File: src/rtl/wcet_pkg.sv
package wcet_pkg;

  typedef enum logic [1:0] {
    FK_MISS,
    FK_CLEAN,
    FK_RESIDUE
  } fetch_kind_e;

  // handshake penalty: one per access direction in use
  function automatic logic [1:0] hs_penalty(input logic rd_nz, input logic wr_nz);
    if (rd_nz && wr_nz) return 2'd2;
    if (rd_nz || wr_nz) return 2'd1;
    return 2'd0;
  endfunction

endpackage

File: src/rtl/wcet_step.sv
module wcet_step
  import wcet_pkg::*;
#(
  parameter int NCPA        = 4,
  parameter int QUEUE_BYTES = 4,
  parameter int LEN_W       = 3,
  parameter int ACC_W       = 4,
  parameter int MIN_W       = 8,
  parameter int F_W         = 3,
  parameter int H_W         = 3,
  parameter int CW          = 21
) (
  input  logic [LEN_W-1:0] op_len_i,
  input  logic [ACC_W-1:0] rd_bytes_i,
  input  logic [ACC_W-1:0] wr_bytes_i,
  input  logic [MIN_W-1:0] min_exec_i,
  input  logic [F_W-1:0]   f_prev_i,
  input  logic [H_W-1:0]   h_prev_i,
  output logic [CW-1:0]    pipe_cost_o,
  output logic [CW-1:0]    naive_cost_o,
  output logic [F_W-1:0]   f_next_o,
  output logic [H_W-1:0]   h_next_o
);

  localparam logic [CW-1:0] NC = CW'(NCPA);
  localparam logic [CW-1:0] QB = CW'(QUEUE_BYTES);

  logic [CW-1:0] len_w, f_w, h_w, e_w, wait_w, avail_w;
  logic [CW-1:0] g_w, rem_w, s_w, s_cl, b_w, hs_w, h_nx;
  logic          mem, avail_ok, res_done;
  fetch_kind_e   kind;

  always_comb begin
    len_w  = CW'(op_len_i);
    f_w    = CW'(f_prev_i);
    h_w    = CW'(h_prev_i);
    mem    = (|rd_bytes_i) || (|wr_bytes_i);
    e_w    = CW'(min_exec_i) + (CW'(rd_bytes_i) + CW'(wr_bytes_i)) * NC;
    hs_w   = CW'(hs_penalty(|rd_bytes_i, |wr_bytes_i));
    wait_w = NC - h_w;

    if (len_w > f_w)    kind = FK_MISS;
    else if (h_w != '0) kind = FK_RESIDUE;
    else                kind = FK_CLEAN;

    b_w      = e_w;
    avail_ok = !mem;
    avail_w  = e_w;
    res_done = 1'b0;
    unique case (kind)
      FK_MISS: b_w = e_w + (len_w - f_w) * NC - h_w;
      FK_RESIDUE: begin
        if (mem) begin
          // access waits for the in-flight fetch to land
          b_w      = e_w + wait_w;
          res_done = 1'b1;
        end else if (e_w >= wait_w) begin
          avail_w  = e_w - wait_w;
          res_done = 1'b1;
        end else begin
          avail_ok = 1'b0;
        end
      end
      default: ;
    endcase

    g_w   = avail_ok ? avail_w / NC : '0;
    rem_w = avail_ok ? avail_w % NC : '0;
    s_w   = ((kind == FK_MISS) ? len_w : f_w) + g_w + CW'(res_done);
    s_cl  = (s_w > QB) ? QB : s_w;

    if (mem || s_w >= QB)                    h_nx = '0;
    else if (kind == FK_RESIDUE && !res_done) h_nx = e_w + h_w;
    else                                     h_nx = rem_w;

    f_next_o     = F_W'(s_cl - len_w);
    h_next_o     = H_W'(h_nx);
    pipe_cost_o  = b_w + hs_w;
    naive_cost_o = len_w * NC + e_w + hs_w;
  end

endmodule

File: src/rtl/wcet_sat_acc.sv
module wcet_sat_acc #(
  parameter int IN_W  = 21,
  parameter int TOT_W = 24
) (
  input  logic             clk_i,
  input  logic             rst_ni,
  input  logic             en_i,
  input  logic             clr_i,
  input  logic [IN_W-1:0]  add_i,
  output logic [TOT_W-1:0] sum_o
);

  localparam int SW = ((IN_W > TOT_W) ? IN_W : TOT_W) + 1;
  localparam logic [SW-1:0] TOP = (SW'(1) << TOT_W) - SW'(1);

  logic [SW-1:0]    base, sum_w;
  logic [TOT_W-1:0] sum_q;

  always_comb begin
    base  = clr_i ? '0 : SW'(sum_q);
    sum_w = base + SW'(add_i);
  end

  always_ff @(posedge clk_i or negedge rst_ni) begin
    if (!rst_ni)   sum_q <= '0;
    else if (en_i) sum_q <= (sum_w > TOP) ? '1 : TOT_W'(sum_w);
  end

  assign sum_o = sum_q;

  assert_no_wrap_R10: assert property (@(posedge clk_i) disable iff (!rst_ni)
    (en_i && !clr_i) |=> (sum_q >= $past(sum_q)));

  assert_idle_hold_R11: assert property (@(posedge clk_i) disable iff (!rst_ni)
    !en_i |=> $stable(sum_q));

endmodule

File: src/rtl/wcet_pipe_est.sv
module wcet_pipe_est
  import wcet_pkg::*;
#(
  parameter int NCPA        = 4,
  parameter int QUEUE_BYTES = 4,
  parameter int LEN_W       = 3,
  parameter int ACC_W       = 4,
  parameter int MIN_W       = 8,
  parameter int TOT_W       = 24
) (
  input  logic             clk_i,
  input  logic             rst_ni,
  input  logic             in_valid_i,
  output logic             in_ready_o,
  input  logic             blk_start_i,
  input  logic [LEN_W-1:0] op_len_i,
  input  logic [ACC_W-1:0] rd_bytes_i,
  input  logic [ACC_W-1:0] wr_bytes_i,
  input  logic [MIN_W-1:0] min_exec_i,
  output logic [TOT_W-1:0] total_pipe_o,
  output logic [TOT_W-1:0] total_naive_o
);

  localparam int F_W     = $clog2(QUEUE_BYTES + 1);
  localparam int H_W     = $clog2(NCPA + 1);
  localparam int CW      = MIN_W + ACC_W + LEN_W + $clog2(NCPA + 1) + 3;
  localparam int NUM_ACC = 2;

  logic           accept;
  logic [F_W-1:0] f_q, f_prev, f_next;
  logic [H_W-1:0] h_q, h_prev, h_next;
  logic [CW-1:0]  cost [NUM_ACC];
  logic [TOT_W-1:0] tot [NUM_ACC];

  assign in_ready_o = 1'b1;
  assign accept     = in_valid_i && in_ready_o;
  assign f_prev     = blk_start_i ? '0 : f_q;
  assign h_prev     = blk_start_i ? '0 : h_q;

  wcet_step #(
    .NCPA(NCPA), .QUEUE_BYTES(QUEUE_BYTES), .LEN_W(LEN_W), .ACC_W(ACC_W),
    .MIN_W(MIN_W), .F_W(F_W), .H_W(H_W), .CW(CW)
  ) u_step (
    .op_len_i    (op_len_i),
    .rd_bytes_i  (rd_bytes_i),
    .wr_bytes_i  (wr_bytes_i),
    .min_exec_i  (min_exec_i),
    .f_prev_i    (f_prev),
    .h_prev_i    (h_prev),
    .pipe_cost_o (cost[0]),
    .naive_cost_o(cost[1]),
    .f_next_o    (f_next),
    .h_next_o    (h_next)
  );

  always_ff @(posedge clk_i or negedge rst_ni) begin
    if (!rst_ni) begin
      f_q <= '0;
      h_q <= '0;
    end else if (accept) begin
      f_q <= f_next;
      h_q <= h_next;
    end
  end

  for (genvar k = 0; k < NUM_ACC; k++) begin : g_acc
    wcet_sat_acc #(.IN_W(CW), .TOT_W(TOT_W)) u_acc (
      .clk_i (clk_i),
      .rst_ni(rst_ni),
      .en_i  (accept),
      .clr_i (blk_start_i),
      .add_i (cost[k]),
      .sum_o (tot[k])
    );
  end

  assign total_pipe_o  = tot[0];
  assign total_naive_o = tot[1];

  assert_len_range_R12: assert property (@(posedge clk_i) disable iff (!rst_ni)
    in_valid_i |-> (op_len_i != '0 && int'(op_len_i) <= QUEUE_BYTES));

  assert_queue_bound_R7: assert property (@(posedge clk_i) disable iff (!rst_ni)
    int'(f_q) < QUEUE_BYTES);

  assert_residue_bound_R8: assert property (@(posedge clk_i) disable iff (!rst_ni)
    int'(h_q) < NCPA);

  assert_pipe_le_naive_R9: assert property (@(posedge clk_i) disable iff (!rst_ni)
    total_pipe_o <= total_naive_o);

  assert_state_hold_R11: assert property (@(posedge clk_i) disable iff (!rst_ni)
    !in_valid_i |=> ($stable(f_q) && $stable(h_q)));

endmodule

File: config.mk
export PLATFORM = sky130hd
export DESIGN_NAME = wcet_pipe_est
export DESIGN_NICKNAME = d
export VERILOG_FILES = /design/src/rtl/wcet_pkg.sv /design/src/rtl/wcet_step.sv /design/src/rtl/wcet_sat_acc.sv /design/src/rtl/wcet_pipe_est.sv
export SDC_FILE = /design/constraint.sdc
export NUM_CORES = 1
export LEC_CHECK = 0
export BUFFER_PORTS_ARGS = -buffer_cell sky130_fd_sc_hd__buf_2
export CORE_ASPECT_RATIO = 0.8
export CORE_MARGIN = 2
export CORE_UTILIZATION = 52
export DETAILED_ROUTE_END_ITERATION = 6
export PLACE_DENSITY = 0.83
export SYNTH_ARGS = -nofsm -noshare
export SYNTH_HDL_FRONTEND = slang
export SYNTH_SLANG_ARGS = --single-unit
export TNS_END_PERCENT = 10
File: constraint.sdc
create_clock -name clk_i -period 17 [get_ports clk_i]
set_clock_uncertainty 0.2 [all_clocks]
set_input_delay 3.4 -clock clk_i [delete_from_list [all_inputs] [get_ports clk_i]]
set_output_delay 3.4 -clock clk_i [all_outputs]
set_load 0.05 [all_outputs]
==> metrics.txt, run 1 <==
# TYPE chip_impl_metric gauge
chip_impl_metric{name="path_clk_slew",unit="ns"} 0.07
chip_impl_metric{name="cts_hold_repair.buffers",unit=""} 0
chip_impl_metric{name="grt_pass1_wl",unit="um"} 31140
chip_impl_metric{name="cts_buf_count",unit=""} 5
chip_impl_metric{name="ys_seq_elements",unit=""} 54
chip_impl_info{name="mostFrequentLayoutCells",value="sky130_fd_sc_hd__ha_1, sky130_fd_sc_hd__a21oi_1, sky130_fd_sc_hd__inv_1"} 1
chip_impl_metric{name="num_io_pins",unit=""} 72
chip_impl_metric{name="postSynthNetCount",unit=""} 1055
chip_impl_metric{name="antenna_found_initial",unit=""} 0
chip_impl_info{name="worstHoldPathType",value="reg2reg"} 1
chip_impl_metric{name="fp.dieArea",unit="um^2"} 14860
chip_impl_metric{name="max_freq",unit="GHz"} 0.08885
chip_impl_metric{name="layout.nets",unit=""} 1109
chip_impl_metric{name="mean_number_of_vias_per_cell",unit=""} 6.041
chip_impl_metric{name="synthesis.area_per_instance",unit="um^2"} 7.871
chip_impl_metric{name="regToRegSetupSlack",unit="ns"} 9.23
chip_impl_metric{name="fin_setup_tns",unit="ns"} 0
chip_impl_metric{name="worst_ep_required_time",unit="ns"} 17.01
chip_impl_metric{name="drive_above_1_share",unit="%"} 10.89
chip_impl_metric{name="worstPathMaxFanout",unit=""} 20
chip_impl_metric{name="dr_total_vias",unit=""} 6965
chip_impl_metric{name="yosysSeqAreaShare",unit="%"} 18.70
chip_impl_metric{name="place_hpwl",unit="um"} 14880
chip_impl_metric{name="clkLatencyLatePin",unit="ns"} 0.30
chip_impl_metric{name="fp-row-count",unit=""} 38
chip_impl_info{name="unrepaired_setup_endpoints_after_global_routing",value="no"} 1
chip_impl_metric{name="synthCells",unit=""} 918
chip_impl_metric{name="cts.sinks",unit=""} 54
chip_impl_info{name="endpoint",value="g_acc[0].u_acc.sum_o[23]"} 1
chip_impl_metric{name="detailedRoute.firstPassIterationCount",unit=""} 6
chip_impl_metric{name="cts_setup_buffers",unit=""} 0
chip_impl_metric{name="core_area",unit="um^2"} 13550
chip_impl_metric{name="dieHeight",unit="um"} 109.4
chip_impl_metric{name="final_core_utilization",unit="%"} 58.09
chip_impl_metric{name="peakVddDrop",unit="V"} 0.0001434
chip_impl_metric{name="yosys_warnings",unit=""} 0
chip_impl_metric{name="whs",unit="ns"} 0.3003
chip_impl_info{name="critPathKind",value="in2reg"} 1
chip_impl_metric{name="io_buffer_count",unit=""} 70
chip_impl_metric{name="chip_width",unit="um"} 135.8
chip_impl_metric{name="cts.htree.levels",unit=""} 2
chip_impl_info{name="result_of_the_run",value="complete, no violations"} 1
chip_impl_metric{name="pwr_density_cell",unit="nW/um^2"} 188.4
chip_impl_metric{name="largest_net_degree_at_the_start_of_global_routing",unit=""} 58
chip_impl_metric{name="layout_min_cycle_time",unit="ns"} 11.26
chip_impl_metric{name="place.detailed.instances",unit=""} 1145
chip_impl_info{name="reg2reg_start",value="f_q[0]"} 1
chip_impl_metric{name="routed_wl",unit="um"} 18940
chip_impl_info{name="cts_tree",value="built"} 1
chip_impl_metric{name="worst_path_arrival",unit="ns"} 11.27
chip_impl_metric{name="first_global_vias",unit=""} 6565
chip_impl_metric{name="drc",unit=""} 0
chip_impl_metric{name="clk_path_buf_depth",unit=""} 2
chip_impl_info{name="post-synth-top-area-cell",value="sky130_fd_sc_hd__dfrtp_1"} 1
chip_impl_info{name="layout.cells.most_common",value="sky130_fd_sc_hd__ha_1"} 1
chip_impl_metric{name="synth_edf_count",unit=""} 0
chip_impl_info{name="worstSetupStartpoint",value="rd_bytes_i[0]"} 1
chip_impl_info{name="synth_area_leaders",value="sky130_fd_sc_hd__dfrtp_1, sky130_fd_sc_hd__ha_1, sky130_fd_sc_hd__a21oi_1"} 1
chip_impl_metric{name="routedWlPerCell",unit="um"} 16.43
chip_impl_metric{name="gp_congestion",unit=""} 0.9808
chip_impl_metric{name="initial_core_util",unit="%"} 53.32
chip_impl_info{name="ctsRootBufferMaster",value="sky130_fd_sc_hd__clkbuf_16"} 1
chip_impl_metric{name="max_slew.worst_pin.slew",unit="ns"} 1.302
chip_impl_metric{name="synth.distinct_cells",unit=""} 85
chip_impl_metric{name="mapped_cell_area",unit="um^2"} 7226
chip_impl_metric{name="grt_util_all_layers",unit="%"} 25.62
chip_impl_metric{name="post-synth-top-area-fraction",unit="%"} 18.70
chip_impl_metric{name="postSynth.asyncResetShare",unit="%"} 100.0
chip_impl_metric{name="grt-ovfl-total",unit=""} 0
chip_impl_info{name="timing.critical_path.to_type",value="flip-flop"} 1
chip_impl_metric{name="fin_cells",unit=""} 1153
chip_impl_metric{name="timing.reg2reg.worst_path_depth",unit=""} 30
chip_impl_metric{name="hold_violations",unit=""} 0
chip_impl_metric{name="first_iter_violations",unit=""} 731
chip_impl_metric{name="detail-route-antenna-nets",unit=""} 0
chip_impl_metric{name="fin_crit_sh",unit="%"} 66.21
chip_impl_metric{name="drv.max_cap_violation_count",unit=""} 0
chip_impl_metric{name="post_cts_resized",unit=""} 0
chip_impl_metric{name="area_growth_syn_to_layout",unit="%"} 8.935
chip_impl_info{name="yosys_most_used_dff",value="sky130_fd_sc_hd__dfrtp_1"} 1
chip_impl_metric{name="antenna_cells",unit=""} 0
chip_impl_info{name="cp-start-kind",value="primary input"} 1
chip_impl_info{name="worst_r2r_endpoint",value="g_acc[0].u_acc.sum_o[23]"} 1
chip_impl_metric{name="power_leakage",unit="nW"} 3.753
chip_impl_metric{name="timing_max_transition_violations_final",unit=""} 0
chip_impl_metric{name="max-slew-margin-rel",unit="%"} 12.60
chip_impl_metric{name="report.final.setup_viol",unit=""} 0
per-stage QoR:
step | power [mW] | worst slack [ns] | instance area, um^2
6_report | 1.483 | 5.745 | 7871
5_1_grt | 1.613 | 4.980 | 7871
4_1_cts | 1.469 | 5.832 | 7871
3_5_place_dp | 1.355 | 5.641 | 7715
3_3_place_gp | 1.328 | 6.062 | 7715
2_1_floorplan | 1.118 | 6.962 | 7226
critical path, cell delays in order:
cell and delay [ns]:
sky130_fd_sc_hd__buf_2 0.09, sky130_fd_sc_hd__ha_1 0.16, sky130_fd_sc_hd__inv_1 0.06, sky130_fd_sc_hd__fa_1 0.47
sky130_fd_sc_hd__inv_1 0.06, sky130_fd_sc_hd__fa_1 0.42, sky130_fd_sc_hd__a21o_1 0.17, sky130_fd_sc_hd__a21oi_1 0.22
sky130_fd_sc_hd__xnor2_1 0.35, sky130_fd_sc_hd__inv_1 0.31, sky130_fd_sc_hd__ha_1 0.36, sky130_fd_sc_hd__inv_1 0.04
sky130_fd_sc_hd__ha_1 0.31, sky130_fd_sc_hd__o21ai_0 0.09, sky130_fd_sc_hd__a22o_1 0.27, sky130_fd_sc_hd__o311ai_0 0.37
sky130_fd_sc_hd__o31ai_1 0.25, sky130_fd_sc_hd__a21oi_1 0.65, sky130_fd_sc_hd__xnor2_1 0.19, sky130_fd_sc_hd__ha_1 0.41
sky130_fd_sc_hd__and4_1 0.24, sky130_fd_sc_hd__o41ai_1 0.13, sky130_fd_sc_hd__a31oi_1 0.30, sky130_fd_sc_hd__a31oi_1 0.22
sky130_fd_sc_hd__o41ai_1 0.83, sky130_fd_sc_hd__inv_1 0.58, sky130_fd_sc_hd__o22ai_1 0.31
routing by layer:
| layer | up-vias | wire [um] | global-route usage [%] |
|---|---|---|---|
| met3 | 31 | 1481 | 4.979 |
| met4 | 0 | 330 | 5.506 |
| met5 | - | 0 | 0 |
| met2 | 288 | 8447 | 41.41 |
| met1 | 3282 | 8684 | 35.80 |
| li1 | 3364 | - | - |
layout make-up:
cell class | instances | area [um^2]
sequential | 54 | 1351
inverter | 87 | 326.6
timing repair buffer | 74 | 380.4
fill | 1225 | 5679
tap | 180 | 225.2
multi-input combinational | 750 | 5431
clock inverter | 2 | 17.52
clock buffer | 6 | 138.9
flip-flops by register name (all words and copies together), names as in the netlist:
register,cells
f_q,3
g_acc.u_acc.sum_o,48
h_q,3
worst min path at each step:
stage	from	endpoint	slack, ns	cells past startpoint
3_3_place_gp	h_q[2]	h_q[2]	0.27	1
3_5_place_dp	h_q[2]	h_q[2]	0.28	1
2_1_floorplan	f_q[1]	f_q[1]	0.25	2
5_1_grt	h_q[2]	h_q[2]	0.33	1
4_1_cts	h_q[2]	h_q[2]	0.30	1
6_report	h_q[2]	h_q[2]	0.30	1
cell usage after synthesis, types with 3 or more instances:
library cell and number:
sky130_fd_sc_hd__nor2b_1 45, sky130_fd_sc_hd__a41o_1 4, sky130_fd_sc_hd__or3_1 5, sky130_fd_sc_hd__o21a_1 11
sky130_fd_sc_hd__xnor2_1 43, sky130_fd_sc_hd__nand2_1 67, sky130_fd_sc_hd__buf_2 6, sky130_fd_sc_hd__a31oi_1 16
sky130_fd_sc_hd__xor2_1 18, sky130_fd_sc_hd__inv_1 86, sky130_fd_sc_hd__nor3b_1 3, sky130_fd_sc_hd__a211oi_1 13
sky130_fd_sc_hd__and2_1 3, sky130_fd_sc_hd__fa_1 17, sky130_fd_sc_hd__clkbuf_1 19, sky130_fd_sc_hd__o21bai_1 4
sky130_fd_sc_hd__a21o_1 21, sky130_fd_sc_hd__nand2b_1 12, sky130_fd_sc_hd__mux2i_1 8, sky130_fd_sc_hd__o21ai_0 47
sky130_fd_sc_hd__o32ai_1 3, sky130_fd_sc_hd__o211ai_1 4, sky130_fd_sc_hd__nand3_1 8, sky130_fd_sc_hd__a21boi_0 4
sky130_fd_sc_hd__nand4_1 7, sky130_fd_sc_hd__a22o_1 3, sky130_fd_sc_hd__nor2_1 83, sky130_fd_sc_hd__o311ai_0 3
sky130_fd_sc_hd__or2_2 3, sky130_fd_sc_hd__ha_1 97, sky130_fd_sc_hd__dfrtp_1 54, sky130_fd_sc_hd__and3_1 11
sky130_fd_sc_hd__a31o_2 3, sky130_fd_sc_hd__nor3_1 21, sky130_fd_sc_hd__o22ai_1 5, sky130_fd_sc_hd__a21oi_1 93
sky130_fd_sc_hd__o22a_1 5, sky130_fd_sc_hd__and4_1 3
where the power goes:
group          internal, mW  switching [mW]
clock                0.0593          0.0502
combinational         0.441           0.721
sequential            0.175          0.0367
logic make-up (layout without fill, tap and decap cells):
family | Yosys count | in the layout | share of synthesized area (%)
flops | 54 | 54 | 18.70
xor+xnor | 61 | 61 | 7.394
compound gates | 273 | 273 | 24.38
simple gates | 291 | 291 | 20.42
mux | 10 | 10 | 1.420
fa+ha+maj | 114 | 114 | 21.51
other cells | 1 | 1 | 0.05190
buf+inv | 114 | 169 | 6.130
Power figures use the tool's default switching activity.
==> inputs of run 2 (changes only) <==
==> constraint.sdc (replaced) <==
create_clock -name clk_i -period 11 [get_ports clk_i]
set_clock_uncertainty 0.2 [all_clocks]
set_input_delay 2.2 -clock clk_i [delete_from_list [all_inputs] [get_ports clk_i]]
set_output_delay 2.2 -clock clk_i [all_outputs]
set_load 0.05 [all_outputs]
==> metrics.txt, run 2 (synthesis gave the netlist of run 1 again) <==
# TYPE chip_impl_metric gauge
chip_impl_metric{name="register_area",unit="um^2"} 1351
chip_impl_metric{name="clk_path_buf_depth",unit=""} 2
chip_impl_metric{name="routed_wl",unit="um"} 18640
chip_impl_metric{name="largest_register_ffs",unit=""} 48
chip_impl_metric{name="cts_hold_repair.buffers",unit=""} 0
chip_impl_metric{name="drc",unit=""} 0
chip_impl_metric{name="grt_util_all_layers",unit="%"} 25.39
chip_impl_metric{name="io_buffer_count",unit=""} 70
chip_impl_info{name="layout.cells.most_common",value="sky130_fd_sc_hd__ha_1"} 1
chip_impl_metric{name="report.final.setup_viol",unit=""} 0
chip_impl_metric{name="clkLatencyLatePin",unit="ns"} 0.31
chip_impl_metric{name="largest_net_degree_at_the_start_of_global_routing",unit=""} 58
chip_impl_metric{name="max-slew-margin-rel",unit="%"} 20.87
chip_impl_metric{name="cpPeakStageDelay",unit="ns"} 0.70
chip_impl_info{name="reg2reg_start",value="f_q[0]"} 1
chip_impl_metric{name="hold_violations",unit=""} 0
chip_impl_metric{name="drv.max_cap_violation_count",unit=""} 0
chip_impl_metric{name="gp_congestion",unit=""} 0.9227
chip_impl_metric{name="peakVddDrop",unit="V"} 0.0002784
chip_impl_info{name="cts_tree",value="built"} 1
chip_impl_metric{name="routedWlPerCell",unit="um"} 16.18
chip_impl_metric{name="cts_buf_count",unit=""} 5
chip_impl_metric{name="place_area",unit="um^2"} 7707
chip_impl_metric{name="max_slew.worst_pin.slew",unit="ns"} 1.179
chip_impl_metric{name="grt_pass1_wl",unit="um"} 30450
chip_impl_metric{name="cts_setup_buffers",unit=""} 0
chip_impl_metric{name="initial_core_util",unit="%"} 53.32
chip_impl_metric{name="dr_total_vias",unit=""} 6906
chip_impl_metric{name="num_io_pins",unit=""} 72
chip_impl_metric{name="detail-route-antenna-nets",unit=""} 0
chip_impl_metric{name="fp.dieArea",unit="um^2"} 14860
chip_impl_metric{name="first_global_vias",unit=""} 6336
chip_impl_metric{name="first_iter_violations",unit=""} 695
chip_impl_metric{name="fin_crit_sh",unit="%"} 88.59
chip_impl_metric{name="fin_area",unit="um^2"} 7863
chip_impl_metric{name="fillers",unit=""} 1255
chip_impl_info{name="worst_r2r_endpoint",value="g_acc[0].u_acc.sum_o[23]"} 1
chip_impl_metric{name="chip_width",unit="um"} 135.8
chip_impl_metric{name="worstPathMaxFanout",unit=""} 20
chip_impl_metric{name="multi_input_comb_area",unit="um^2"} 5431
chip_impl_metric{name="power_leakage",unit="nW"} 3.745
chip_impl_metric{name="area_growth_syn_to_layout",unit="%"} 8.814
chip_impl_info{name="hold_end",value="f_q[1]"} 1
chip_impl_metric{name="max_freq",unit="GHz"} 0.1026
chip_impl_info{name="cp-start-kind",value="primary input"} 1
chip_impl_info{name="timing.critical_path.to_type",value="flip-flop"} 1
chip_impl_info{name="mostFrequentLayoutCells",value="sky130_fd_sc_hd__ha_1, sky130_fd_sc_hd__a21oi_1, sky130_fd_sc_hd__inv_1"} 1
chip_impl_metric{name="antenna_cells",unit=""} 0
chip_impl_metric{name="pwr_density_cell",unit="nW/um^2"} 292.1
chip_impl_metric{name="cts.sinks",unit=""} 54
chip_impl_metric{name="timing_max_transition_violations_final",unit=""} 0
chip_impl_metric{name="antenna_found_initial",unit=""} 0
chip_impl_metric{name="place_hpwl",unit="um"} 14590
chip_impl_metric{name="mean_number_of_vias_per_cell",unit=""} 5.995
chip_impl_info{name="result_of_the_run",value="complete, no violations"} 1
chip_impl_metric{name="regToRegSetupSlack",unit="ns"} 3.55
chip_impl_metric{name="layout_min_cycle_time",unit="ns"} 9.745
chip_impl_info{name="unrepaired_setup_endpoints_after_global_routing",value="no"} 1
chip_impl_metric{name="final_core_utilization",unit="%"} 58.02
chip_impl_metric{name="drive_above_1_share",unit="%"} 10.80
chip_impl_metric{name="fp-row-count",unit=""} 38
chip_impl_metric{name="core_area",unit="um^2"} 13550
chip_impl_metric{name="layout.nets",unit=""} 1108
chip_impl_info{name="critical_path.most_common_cell",value="sky130_fd_sc_hd__ha_1"} 1
chip_impl_metric{name="grt-ovfl-total",unit=""} 0
chip_impl_info{name="ctsRootBufferMaster",value="sky130_fd_sc_hd__clkbuf_16"} 1
chip_impl_metric{name="cts.htree.levels",unit=""} 2
chip_impl_metric{name="dieHeight",unit="um"} 109.4
chip_impl_metric{name="worst_ep_required_time",unit="ns"} 11.02
chip_impl_info{name="critPathKind",value="in2reg"} 1
chip_impl_info{name="hold_path_startpoint",value="f_q[1]"} 1
chip_impl_metric{name="worst_path_arrival",unit="ns"} 9.76
chip_impl_metric{name="post_cts_resized",unit=""} 0
chip_impl_metric{name="timing.reg2reg.worst_path_depth",unit=""} 29
chip_impl_metric{name="path_clk_slew",unit="ns"} 0.08
chip_impl_info{name="critical-path-slowest-cell",value="sky130_fd_sc_hd__o41ai_1"} 1
chip_impl_metric{name="fin_setup_tns",unit="ns"} 0
chip_impl_metric{name="timing.hold.worst_path_depth",unit=""} 2
chip_impl_info{name="worstHoldPathType",value="reg2reg"} 1
chip_impl_metric{name="detailedRoute.firstPassIterationCount",unit=""} 5
## run 2: cell count changes in the layout (fill, tap and decap cells not counted)
cell	delta
sky130_fd_sc_hd__clkinv_4	-2
sky130_fd_sc_hd__buf_4	-1
sky130_fd_sc_hd__clkinvlp_4	+1
sky130_fd_sc_hd__inv_6	+1
## run 2: routing by layer
metal,vias to the layer above,global-route usage (%),wire [um]
met5,-,0,0
met4,0,6.027,374
met3,38,3.965,1400
met2,263,39.97,8193
met1,3237,36.67,8674
li1,3368,-,-
## run 2: worst max-delay path, delay by kind of cell
family / cells / cell delay, ns
xor gates and xnor gates: 2 / 0.68
buffers and inverters: 6 / 1.00
adders and majority gates: 7 / 2.13
and+or+nand+nor: 8 / 1.59
AOI/OAI and AO/OA: 10 / 2.16
## run 2: final cells by class
cell class                 instances  share of cell area, %
tap                              180                  2.864
sequential                        54                  17.19
inverter                          87                  4.153
clock inverter                     2                 0.2069
timing repair buffer              73                  4.742
multi-input combinational        750                  69.08
clock buffer                       6                  1.766
## run 2: worst max-delay path by stage
stage             startpoint                        to  slack [ns]  depth (start not counted)
3_5_place_dp   rd_bytes_i[0]  g_acc[0].u_acc.sum_o[23]        1.02                         33
3_3_place_gp   rd_bytes_i[0]  g_acc[0].u_acc.sum_o[23]        1.30                         33
6_report       rd_bytes_i[0]  g_acc[0].u_acc.sum_o[23]        1.26                         33
2_1_floorplan  rd_bytes_i[0]                    f_q[2]        2.16                         29
4_1_cts        rd_bytes_i[0]  g_acc[0].u_acc.sum_o[23]        1.33                         33
5_1_grt        rd_bytes_i[0]  g_acc[0].u_acc.sum_o[23]        0.42                         33
## run 2: power by group
group          switching (mW)  internal (mW)
logic                    1.12          0.680
clock network          0.0804         0.0917
registers              0.0580          0.271
## run 2: through the flow
stage | instances | hold slack, ns | power (mW) | setup slack (ns)
6_report | 1152 | 0.2908 | 2.296 | 1.255
5_1_grt | 1152 | 0.3182 | 2.487 | 0.4218
4_1_cts | 1152 | 0.2884 | 2.272 | 1.327
3_5_place_dp | 1144 | 0.2712 | 2.089 | 1.018
3_3_place_gp | 1144 | 0.2629 | 2.052 | 1.298
2_1_floorplan | 918 | 0.2502 | 1.727 | 2.162
==> inputs of run 3 (changes only) <==
==> constraint.sdc (replaced) <==
create_clock -name clk_i -period 10.25 [get_ports clk_i]
set_clock_uncertainty 0.2 [all_clocks]
set_input_delay 2.05 -clock clk_i [delete_from_list [all_inputs] [get_ports clk_i]]
set_output_delay 2.05 -clock clk_i [all_outputs]
set_load 0.05 [all_outputs]
==> metrics.txt, run 3 (synthesis gave the netlist of run 1 again) <==
# TYPE chip_impl_metric gauge
chip_impl_metric{name="drv.max_cap_violation_count",unit=""} 0
chip_impl_metric{name="grt_pass1_wl",unit="um"} 31350
chip_impl_metric{name="first_iter_violations",unit=""} 718
chip_impl_metric{name="dieHeight",unit="um"} 109.4
chip_impl_metric{name="fp-row-count",unit=""} 38
chip_impl_info{name="timing.critical_path.to_type",value="flip-flop"} 1
chip_impl_metric{name="post_cts_resized",unit=""} 0
chip_impl_info{name="cts_tree",value="built"} 1
chip_impl_metric{name="hold_violations",unit=""} 0
chip_impl_metric{name="routed_wl",unit="um"} 19000
chip_impl_metric{name="place_hpwl",unit="um"} 14630
chip_impl_info{name="critical-path-slowest-cell",value="sky130_fd_sc_hd__o21ai_0"} 1
chip_impl_info{name="worstHoldPathType",value="reg2reg"} 1
chip_impl_metric{name="clkLatencyLatePin",unit="ns"} 0.31
chip_impl_metric{name="drive_above_1_share",unit="%"} 11.26
chip_impl_metric{name="peakVddDrop",unit="V"} 0.0002562
chip_impl_info{name="unrepaired_setup_endpoints_after_global_routing",value="no"} 1
chip_impl_info{name="critPathKind",value="in2reg"} 1
chip_impl_metric{name="fin_ws",unit="ns"} 0.8456
chip_impl_metric{name="cpPeakStageDelay",unit="ns"} 0.54
chip_impl_metric{name="grt_util_all_layers",unit="%"} 25.97
chip_impl_metric{name="detail-route-antenna-nets",unit=""} 0
chip_impl_metric{name="fin_cells",unit=""} 1157
chip_impl_metric{name="area_growth_syn_to_layout",unit="%"} 9.316
chip_impl_metric{name="clk_path_buf_depth",unit=""} 2
chip_impl_metric{name="routedWlPerCell",unit="um"} 16.42
chip_impl_metric{name="core_area",unit="um^2"} 13550
chip_impl_metric{name="worst_ep_required_time",unit="ns"} 10.28
chip_impl_info{name="ctsRootBufferMaster",value="sky130_fd_sc_hd__clkbuf_16"} 1
chip_impl_metric{name="largest_net_degree_at_the_start_of_global_routing",unit=""} 58
chip_impl_metric{name="register_area",unit="um^2"} 1351
chip_impl_metric{name="fin_setup_tns",unit="ns"} 0
chip_impl_metric{name="timing_max_transition_violations_final",unit=""} 0
chip_impl_info{name="highest_layer",value="met4"} 1
chip_impl_info{name="critical_path.top_delay_family",value="adder cells"} 1
chip_impl_metric{name="max_slew.worst_pin.slew",unit="ns"} 1.068
chip_impl_metric{name="largest_register_ffs",unit=""} 48
chip_impl_metric{name="first_global_vias",unit=""} 6518
chip_impl_metric{name="grt-ovfl-total",unit=""} 0
chip_impl_metric{name="cts.htree.levels",unit=""} 2
chip_impl_metric{name="place.detailed.instances",unit=""} 1149
chip_impl_metric{name="initial_core_util",unit="%"} 53.32
chip_impl_metric{name="antenna_found_initial",unit=""} 0
chip_impl_metric{name="layout_min_cycle_time",unit="ns"} 9.404
chip_impl_metric{name="drc",unit=""} 0
chip_impl_metric{name="worst-path-buf-inv",unit=""} 3
chip_impl_metric{name="mean_number_of_vias_per_cell",unit=""} 5.988
chip_impl_metric{name="power_leakage",unit="nW"} 3.771
chip_impl_metric{name="cts_buf_count",unit=""} 5
chip_impl_info{name="cp-start-kind",value="primary input"} 1
chip_impl_metric{name="worst_path_arrival",unit="ns"} 9.43
chip_impl_metric{name="fillers",unit=""} 1225
chip_impl_metric{name="max-slew-margin-rel",unit="%"} 28.83
chip_impl_metric{name="chip_width",unit="um"} 135.8
chip_impl_metric{name="fin_crit_sh",unit="%"} 91.75
chip_impl_metric{name="detailedRoute.firstPassIterationCount",unit=""} 5
chip_impl_metric{name="pwr_density_cell",unit="nW/um^2"} 311.0
chip_impl_info{name="layout.cells.most_common",value="sky130_fd_sc_hd__ha_1"} 1
chip_impl_metric{name="fp.dieArea",unit="um^2"} 14860
chip_impl_metric{name="cts.sinks",unit=""} 54
chip_impl_metric{name="max_freq",unit="GHz"} 0.1063
chip_impl_metric{name="total_power_consumption_of_the_routed_design",unit="mW"} 2.457
chip_impl_metric{name="gp_congestion",unit=""} 0.9359
chip_impl_metric{name="drt-met1-wl",unit="um"} 8937
chip_impl_metric{name="met3_routed_wirelength",unit="um"} 1173
chip_impl_metric{name="dr_total_vias",unit=""} 6928
chip_impl_info{name="result_of_the_run",value="complete, no violations"} 1
chip_impl_metric{name="worstPathMaxFanout",unit=""} 12
chip_impl_metric{name="antenna_cells",unit=""} 0
chip_impl_metric{name="path_clk_slew",unit="ns"} 0.07
chip_impl_metric{name="wl_met2",unit="um"} 8580
chip_impl_metric{name="report.final.setup_viol",unit=""} 0
chip_impl_metric{name="num_io_pins",unit=""} 72
chip_impl_metric{name="placement.setup.worst_slack",unit="ns"} 0.6461
chip_impl_metric{name="cts_setup_buffers",unit=""} 0
chip_impl_info{name="mostFrequentLayoutCells",value="sky130_fd_sc_hd__ha_1, sky130_fd_sc_hd__a21oi_1, sky130_fd_sc_hd__inv_1"} 1
chip_impl_metric{name="cts_hold_repair.buffers",unit=""} 0
chip_impl_metric{name="layout.nets",unit=""} 1113
chip_impl_metric{name="io_buffer_count",unit=""} 70
chip_impl_metric{name="multi_input_comb_area",unit="um^2"} 5431
-- run 3: path summary, 6_finish.rpt --
| kind | slack, ns | startpoint | endpoint | cells past startpoint |
|---|---|---|---|---|
| min in group asynchronous | 1.66 | rst_ni | g_acc[0].u_acc.sum_o[6] | 2 |
| setup reg to reg | 3.18 | f_q[0] | g_acc[0].u_acc.sum_o[23] | 33 |
| setup / recovery | 0.85 | rd_bytes_i[0] | f_q[2] | 29 |
| hold reg to reg | 0.30 | h_q[2] | h_q[2] | 1 |
| max in group asynchronous | 7.70 | rst_ni | g_acc[1].u_acc.sum_o[0] | 2 |
| hold / removal | 0.30 | h_q[2] | h_q[2] | 1 |
-- run 3: metrics by stage --
step / util, % / hold WS, ns / cell area [um^2]
2_1_floorplan: - / 0.2502 / 7226
3_3_place_gp: 57.16 / 0.2652 / 7745
3_5_place_dp: 57.16 / 0.2830 / 7745
4_1_cts: 58.29 / 0.2996 / 7899
5_1_grt: 58.29 / 0.3156 / 7899
6_report: 58.29 / 0.2989 / 7899
-- run 3: cell type report --
cell class              count  area share, %
inverters                  87          4.134
repair buffers             78          5.196
clock buffers               5          1.584
well taps                 180          2.851
multi-input cells         750          68.76
flip-flops and latches     54          17.11
clock inverters             3         0.3643
-- run 3: where the power goes --
part / switching, mW / internal, mW / total (mW)
registers: 0.0612 / 0.290 / 0.352
clock network: 0.0916 / 0.0941 / 0.186
logic: 1.19 / 0.732 / 1.92
total: 1.34 / 1.12 / 2.46
-- run 3: worst reg2reg max path, delay by kind of cell, from the launching register on --
family | cells | cell delay (ns)
adders and majority gates | 7 | 2.27
and+or+nand+nor | 8 | 1.56
AOI/OAI and AO/OA | 11 | 1.62
buffers and inverters | 7 | 0.96
DFF | 1 | 0.34
-- run 3: metal layers --
| layer | up-vias | track usage (%) |
|---|---|---|
| met2 | 252 | 42.42 |
| met4 | 0 | 5.804 |
| met5 | - | 0 |
| met3 | 23 | 3.596 |
| met1 | 3285 | 36.73 |
| li1 | 3368 | - |
